`src/rtl/lamp_seq_pkg.sv`:
```
package lamp_seq_pkg;

  localparam int STATE_W = 2;
  localparam int LAMP_W  = 3;

  typedef enum logic [STATE_W-1:0] {
    ST_DARK  = 2'b00,
    ST_ONE   = 2'b01,
    ST_TWO   = 2'b10,
    ST_THREE = 2'b11
  } seq_state_t;

  typedef struct packed {
    logic top;
    logic mid;
    logic low;
  } lamp_vec_t;

endpackage

```
`src/rtl/lamp_seq_next.sv`:
```
module lamp_seq_next
  import lamp_seq_pkg::*;
(
  input  seq_state_t cur_state,
  input  logic       operate,
  input  logic       tick_en,
  output seq_state_t nxt_state
);

  always_comb begin
    if (!operate) begin
      nxt_state = ST_DARK;
    end else if (tick_en) begin
      nxt_state = seq_state_t'(cur_state + 2'd1);
    end else begin
      nxt_state = cur_state;
    end
  end

endmodule

```
`src/rtl/lamp_seq_decode.sv`:
```
module lamp_seq_decode
  import lamp_seq_pkg::*;
(
  input  seq_state_t st,
  output lamp_vec_t  lamps
);

  always_comb begin
    lamps.low = st[1] | st[0];
    lamps.mid = st[1];
    lamps.top = st[1] & st[0];
  end

endmodule

```
`src/rtl/lamp_sequencer.sv`:
```
module lamp_sequencer
  import lamp_seq_pkg::*;
(
  input  logic clk,
  input  logic rst,
  input  logic tick_en,
  input  logic operate,
  output logic lamp_low,
  output logic lamp_mid,
  output logic lamp_top
);

  seq_state_t state_q;
  seq_state_t state_d;
  lamp_vec_t  lamps_d;
  lamp_vec_t  lamps_q;

  lamp_seq_next u_next (
    .cur_state (state_q),
    .operate   (operate),
    .tick_en   (tick_en),
    .nxt_state (state_d)
  );

  // Decode from the next state so the registered lamps line up with state_q.
  lamp_seq_decode u_decode (
    .st    (state_d),
    .lamps (lamps_d)
  );

  always_ff @(posedge clk) begin
    if (rst) begin
      state_q <= ST_DARK;
      lamps_q <= '0;
    end else begin
      state_q <= state_d;
      lamps_q <= lamps_d;
    end
  end

  assign lamp_low = lamps_q.low;
  assign lamp_mid = lamps_q.mid;
  assign lamp_top = lamps_q.top;

endmodule

```
`config.mk`:
```
export PLATFORM = sky130hd
export DESIGN_NAME = lamp_sequencer
export DESIGN_NICKNAME = d
export VERILOG_FILES = /design/src/rtl/lamp_seq_pkg.sv /design/src/rtl/lamp_seq_next.sv /design/src/rtl/lamp_seq_decode.sv /design/src/rtl/lamp_sequencer.sv
export SDC_FILE = /design/constraint.sdc
export NUM_CORES = 1
export LEC_CHECK = 0
export ABC_AREA = 1
export CORE_AREA = 2 2 39 41
export DETAILED_ROUTE_END_ITERATION = 12
export DIE_AREA = 0 0 41 43
export PLACE_DENSITY_LB_ADDON = 0.1
export SYNTH_ARGS = -nofsm -noshare
export SYNTH_HDL_FRONTEND = slang
export SYNTH_HIERARCHICAL = 1
export SYNTH_SLANG_ARGS = --single-unit
```
`constraint.sdc`:
```
create_clock -name clk -period 1.9 [get_ports clk]
set_clock_uncertainty 0.2 [all_clocks]
set_input_delay 0.19 -clock clk [delete_from_list [all_inputs] [get_ports clk]]
set_output_delay 0.19 -clock clk [all_outputs]
set_load 0.01 [all_outputs]
```
Yosys cells after proc, flatten, opt, wreduce, memory -nomap -nowiden
Index checks and enable logic that the tools add are counted.
- output and inout port bits: 3
- logic and storage cells: 9
- flip-flop bits (word level): 5
- input port bits: 4
- $add $sub $neg: 1
- muxes and demuxes: 2
- bitwise gates (word level): 2
- operators by type and width (cell ; count):
    $mux 2 ; 2
    $add 2x1->2 const B ; 1
    $and 1x1->1 ; 1
    $or 1x1->1 ; 1

Longest topological paths before layout
Gate-level depths: netlist (run 1).
- depth after elaboration: 4
- gate-level depth with buffers: 7
- gate-level depth less buffers: 7

Cells and area by module
Netlist (run 1), hierarchy kept.
- by module, submodules not included (module ; area an instance (um^2) ; seq. area each (um^2) ; cells an instance ; times used):
    lamp_sequencer ; 137.6 ; 100.1 ; 15 ; 1
    lamp_seq_next ; 32.5 ; 0.0 ; 8 ; 1
    lamp_seq_decode ; 26.3 ; 0.0 ; 6 ; 1

Worst setup path after synthesis (run 1)
OpenSTA, ideal clock, no wires.
- path kind: flip-flop to flip-flop
- start: register state_q[0]
- end: register lamps_q, in the netlist lamp_mid
- data required time: 1636 ps
- arrival: 804 ps
- clock period less this slack: 1068 ps
- buffers on the path: 1
- setup time: 64 ps
- slack: 832 ps
- stages on the path, launching flop included: 6
- path through: dfxtp_1 a21oi_1 nor2_1 buf_4 inv_1 nor2_1
- word-level cells in the longest chain between the ends: 3
- RTL lines (element ; RTL line ; text):
    from (decl) ; lamp_sequencer.sv:13 ; seq_state_t state_q;
    from (signal assigned) ; lamp_sequencer.sv:36 ; state_q <= state_d;
    $add 2x1->2 ; lamp_seq_next.sv:14 ; nxt_state = seq_state_t'(cur_state + 2'd1);
    $mux 2 ; lamp_seq_next.sv:13 ; end else if (tick_en) begin
    $mux 2 ; lamp_seq_next.sv:11 ; if (!operate) begin
    via state_d[1] ; lamp_sequencer.sv:14 ; seq_state_t state_d;
    to (signal assigned) ; lamp_sequencer.sv:37 ; lamps_q <= lamps_d;
    to (decl) ; lamp_sequencer.sv:16 ; lamp_vec_t lamps_q;
The timed path passes the listed nets, and every way through them passes these cells.
A chain may end at the register's enable or synchronous reset.

Worst setup path after layout (run 1)
- start: register lamps_q, in the netlist lamp_top
- end: output port lamp_top
- RTL lines (element ; RTL line ; text):
    to (decl) ; lamp_sequencer.sv:10 ; output logic lamp_top
No word-level cell between the ends.

==> impl_metrics.yaml, run 1 <==
outcome:
  outcome: "completed"
setup_path:
  required_ns: 1.51
  critPathMaxFanout: 1
  crit_arrival_ns: 1.07
  critical-path-top-delay-family: "buffers and inverters"
  slowest_delay_ns: 0.53
  crit_buf_inv: 1
  worstSetupPathType: "register to primary output"
  worst_setup_path_start_kind: "register"
  cpMaxStageDelayCell: "clkdlybuf4s50_1"
  path_cells: "clkdlybuf4s50_1"
  critPathCaptureType: "primary output"
clock_network:
  clkSinkCount: 5
  tritoncts: "done"
  clockBufferDepth: 2
  clk_latency_ns: 0.23
  root_buffer: "clkbuf_4"
  h-tree-depth: 1
  cts-resized-gates: 0
  postCtsSetupBuffers: 0
  holdBufCountCts: 0
  cts_buffers: 3
  clkTransAtPathRegs_ns: 0.04
global_routing:
  grt_pass1_wl_um: 586
  grt_max_degree: 6
  antenna_found_initial: 0
  track_usage_pct: 6.03
  grt_pass1_vias: 161
  grt-ovfl-total: 0
floorplanning:
  die_y_um: 43
  core_area_um2: 1380
  pin_count: 7
  rows: 14
  start_util_pct: 14.2
  die_x_um: 41
  dieArea_um2: 1760
placed_design:
  dpl-instance-area_um2: 269
  globalplace.congestion: 0.629
  place_inst: 50
  portBuffers: 6
  hpwl_um: 289
sta:
  final-hold-violation-count: 0
  fmaxAchievable_ghz: 0.687
  maxSlewViolCount: 0
  rsz0062_at_grt: "no"
  setup_viol: 0
  finalCritPeriodShare_pct: 76.6
  slew_headroom_pct: 82.4
  worstMarginPinSlew_ns: 0.264
  layout_min_cycle_time_ns: 1.46
  setup_tns_ns: 0
logic_synthesis:
  syn-instance-count: 29
  async_reset_ff_share_pct: 0
  yosysTopAreaCell: "dfxtp_1"
  yosys_warnings: 6
  ys_seq_area_share_pct: 51.0
  yosys_most_used_dff: "dfxtp_1"
  netlist_area_um2: 196
  postSynthAreaPerCell_um2: 6.77
  ys_types: 7
  synth_common_cells: "8 x inv_1, 8 x nor2_1, 5 x dfxtp_1, 5 x nand2_1"
  synth_seq_cells: 5
  syn_nets: 33
  synthTopCellsByArea: "dfxtp_1 51%, inv_1 15%, nor2_1 15%"
  synth_edf_count: 0
  synth_top_area_share_pct: 51.0
job:
  cap_violations: 0
final_layout:
  multi_input_area_um2: 58.8
  regArea_um2: 100
  syn_to_final_growth_pct: 50.3
  utilization_pct: 21.3
  antenna_cells: 0
  n_fill_cell: 160
  final_cells: 54
  nets: 43
  fin_area_um2: 295
  drive_above_1_share_pct: 7.89
drt:
  initialDrtViolationCount: 5
  vias_per_cell: 3.35
  num_vias: 181
  drc_errors: 0
  detail_route.wl_per_cell_um: 6.22
  ant_nets: 0
  routed_wl_um: 336
  dr.pass1.iters: 2
power:
  pwr-share-seq_pct: 44.0
  power_mw: 0.250
  switching_power_mw: 0.0505
  vdd_drop_max_v: 0.000215
  p_clk_share_pct: 47.3
  powerDensity_nw_per_um2: 847
  p_int_mw: 0.199
  p_leak_nw: 0.131
  swShare_pct: 20.2
  comb_power_share_pct: 8.7
worst_hold_path:
  hold_class: "input pin to register"
[final cells by class]
type | count | area share [%]
Timing Repair Buffer | 6 | 20.3
Sequential cell | 5 | 33.9
Inverter | 8 | 10.2
Multi-Input combinational cell | 15 | 19.9
Tap cell | 16 | 6.78
Clock buffer | 4 | 8.90
[kinds of logic (layout without fill, tap and decap cells)]
group	count (synthesis)	count (layout)	share of synthesized area, %
compound gates	1	1	2.55
flops	5	5	51.0
simple gates	14	14	27.4
buf+inv	9	18	19.1
[stage by stage]
| stage | hold slack (ns) | setup WS, ns |
|---|---|---|
| finish | 0.388 | 0.445 |
| global route | 0.411 | 0.391 |
| CTS | 0.390 | 0.420 |
| detailed placement | 0.398 | 0.353 |
| global placement | 0.396 | 0.378 |
| floorplan | 0.0612 | 0.832 |
[routing by layer]
metal | vias up | routed length [µm] | track usage, %
met5 | - | 0 | 0
met4 | 0 | 0 | 10.0
met3 | 0 | 18 | 4.71
met2 | 3 | 172 | 5.94
met1 | 80 | 145 | 5.48
li1 | 98 | - | -
[sequential cells by signal, summed over array words and instances (netlist names)]
name	cells
lamp_top	1
lamp_low	1
state_q	2
lamp_mid	1
[cells in the final DEF (no fill, tap or decap), drive strengths merged]
| master | netlist | final |
|---|---|---|
| a21oi | 1 | 1 |
| inv | 8 | 8 |
| nand2 | 5 | 5 |
| dfxtp | 5 | 5 |
| nand3 | 1 | 1 |
| nor2 | 8 | 8 |
| clkbuf | 0 | 4 |
| clkdlybuf4s50 | 0 | 6 |
[power groups by stage]
stage | logic, mW | registers, mW | clock network, mW
floorplan | 0.00889 | 0.113 | 0
global placement | 0.0218 | 0.112 | 0
detailed placement | 0.0221 | 0.112 | 0
CTS | 0.0221 | 0.110 | 0.127
global route | 0.0245 | 0.110 | 0.135
finish | 0.0217 | 0.110 | 0.118
[path summary, 6_finish.rpt]
| path | from | end | slack (ns) | cells after the start |
|---|---|---|---|---|
| max reg2reg | state_q[0] | lamp_top | 0.73 | 6 |
| max | lamp_top | lamp_top | 0.44 | 1 |
| min | rst | lamp_top | 0.39 | 2 |
| min reg2reg | state_q[0] | state_q[0] | 0.40 | 4 |
No activity file was read; power rests on OpenSTA's default activity.
==> run 2: changes to the inputs <==
==> constraint.sdc (replaced) <==
create_clock -name clk -period 1.2 [get_ports clk]
set_clock_uncertainty 0.2 [all_clocks]
set_input_delay 0.12 -clock clk [delete_from_list [all_inputs] [get_ports clk]]
set_output_delay 0.12 -clock clk [all_outputs]
set_load 0.01 [all_outputs]
==> run 2 against run 1 <==
  * Power rose by 60%
  * Core utilization rose by 0.72 points
  * First-iteration DRC count fell by 80%
  * Via count fell by 1.7%
  * Final area rose by 3.4%
  * Global-route usage fell by 0.095 points
  * Routed wire length rose by 2.1%
  * Largest cell class unchanged
  * Critical path type is now register to register
  * Critical endpoint is now lamp_low
==> impl_metrics.yaml, run 2 (synthesized netlist as in run 1, its figures left out) <==
clock_network:
  clkTransAtPathRegs_ns: 0.04
  holdBufCountCts: 0
  h-tree-depth: 1
  tritoncts: "done"
  clkSinkCount: 5
  clk_latency_ns: 0.24
  root_buffer: "clkbuf_4"
  cts_buffers: 3
  clockBufferDepth: 2
final_layout:
  final_cell_mix: "8 x inv_1, 6 x nor2_1, 5 x nand2_1"
  nets: 43
  n_fill_cell: 159
  top_register: "state_q"
  largest_reg_flops: 2
  final_common_cell: "inv_1"
  antenna_cells: 0
  syn_to_final_growth_pct: 55.4
  drive_above_1_share_pct: 15.8
  final_cells: 54
setup_path:
  critPathMaxFanout: 4
  worst_setup_path_start_kind: "register"
  crit_arrival_ns: 1.05
  required_ns: 1.12
  critPathCaptureType: "register"
  cpMaxStageDelayCell: "dfxtp_2"
  worstSetupPathType: "register to register"
  critical-path-top-delay-family: "flip-flops"
  crit_top_cell: "inv_1"
  r2r_setup_slack_ns: 0.07
  path_cells: "a21oi_1 -> nor2_4 -> inv_1 -> nand2_1 -> inv_1 -> nor2_1"
  crit_buf_inv: 2
  slowest_delay_ns: 0.32
  rr_endpoint: "lamp_low"
  r2r_cells: 6
  r2r-start: "state_q[0]"
drt:
  num_vias: 178
  initialDrtViolationCount: 1
  ant_nets: 0
  detail_route.wl_per_cell_um: 6.35
  dr.pass1.iters: 2
  drc_errors: 0
  vias_per_cell: 3.30
  routed_wl_um: 343
worst_hold_path:
  hold_class: "input pin to register"
  whs_path_depth: 6
  hold_path_startpoint: "tick_en"
  worstHoldEndpoint: "state_q[0]"
floorplanning:
  rows: 14
  pin_count: 7
  die_y_um: 43
  start_util_pct: 14.2
  dieArea_um2: 1760
  die_x_um: 41
  core_area_um2: 1380
sta:
  final-hold-violation-count: 0
  setup_viol: 0
  whs_ns: 0.104
  fmaxAchievable_ghz: 0.887
  maxSlewViolCount: 0
  finalCritPeriodShare_pct: 94.0
  layout_min_cycle_time_ns: 1.13
  worstMarginPinSlew_ns: 0.254
  slew_headroom_pct: 83.1
job:
  cap_violations: 0
placed_design:
  globalplace.congestion: 0.630
  hpwl_um: 284
  portBuffers: 6
  place_inst: 50
power:
  vdd_drop_max_v: 0.000425
  p_leak_nw: 0.154
  powerDensity_nw_per_um2: 1310
global_routing:
  grt-ovfl-total: 0
  grt_pass1_vias: 167
  grt_max_degree: 6
  antenna_found_initial: 0
  track_usage_pct: 5.94
  grt_pass1_wl_um: 627
outcome:
  outcome: "completed"
[run 2: power breakdown]
group	leakage (nW)	internal, mW	switching [mW]
logic	0.0984	0.0173	0.0183
clock network	0.0150	0.125	0.0636
registers	0.0411	0.172	0.00219
total	0.154	0.315	0.0841
[run 2: area by class of cell]
class	instances	area, µm²	share of cell area (%)
Clock buffer	4	26.3	8.61
Inverter	8	30.0	9.84
Multi-Input combinational cell	15	68.8	22.5
Sequential cell	5	101	33.2
Tap cell	16	20.0	6.56
Timing Repair Buffer	6	58.8	19.3
[run 2: worst max-delay path by stage]
stage | startpoint | end | slack (ns) | cells past startpoint
2_1_floorplan | state_q[0] | lamp_mid | 0.13 | 5
3_3_place_gp | tick_en | lamp_low | -0.25 | 7
3_5_place_dp | tick_en | lamp_low | -0.26 | 7
4_1_cts | tick_en | lamp_low | 0.04 | 7
5_1_grt | state_q[0] | lamp_low | -0.003 | 6
6_report | state_q[0] | lamp_low | 0.07 | 6
[run 2: what timing repair did]
| action | CTS | global route |
|---|---|---|
| resized for setup | 4 | 4 |
| hold endpoints to repair | 0 | 0 |
| pin swaps | 0 | 1 |
| endpoints found under the setup margin | 4 | 2 |
| buffers inserted | 0 | 0 |
[run 2: routing by layer]
layer / up-vias / global-route usage (%) / routed length [µm]
met1: 77 / 6.15 / 139
met3: 0 / 4.71 / 21
met4: 0 / 6.00 / 0
li1: 98 / - / -
met2: 3 / 6.88 / 182
met5: - / 0 / 0
[run 2: tightest hold or removal path: cells and delay by family]
family                 cells  cell delay [ns]
buffers and inverters      2             0.18
and+or+nand+nor            4             0.20
[run 2: through the flow]
stage | total power, mW | worst slack [ns] | setup TNS (ns) | util [%] | area [µm²]
floorplan | 0.192 | 0.132 | 0 | - | 196
global placement | 0.211 | -0.253 | -0.886 | 19.4 | 269
detailed placement | 0.212 | -0.258 | -0.924 | 19.4 | 269
CTS | 0.407 | 0.0434 | 0 | 21.2 | 294
global route | 0.430 | -0.00277 | -0.00277 | 22.1 | 305
finish | 0.399 | 0.0720 | 0 | 22.1 | 305
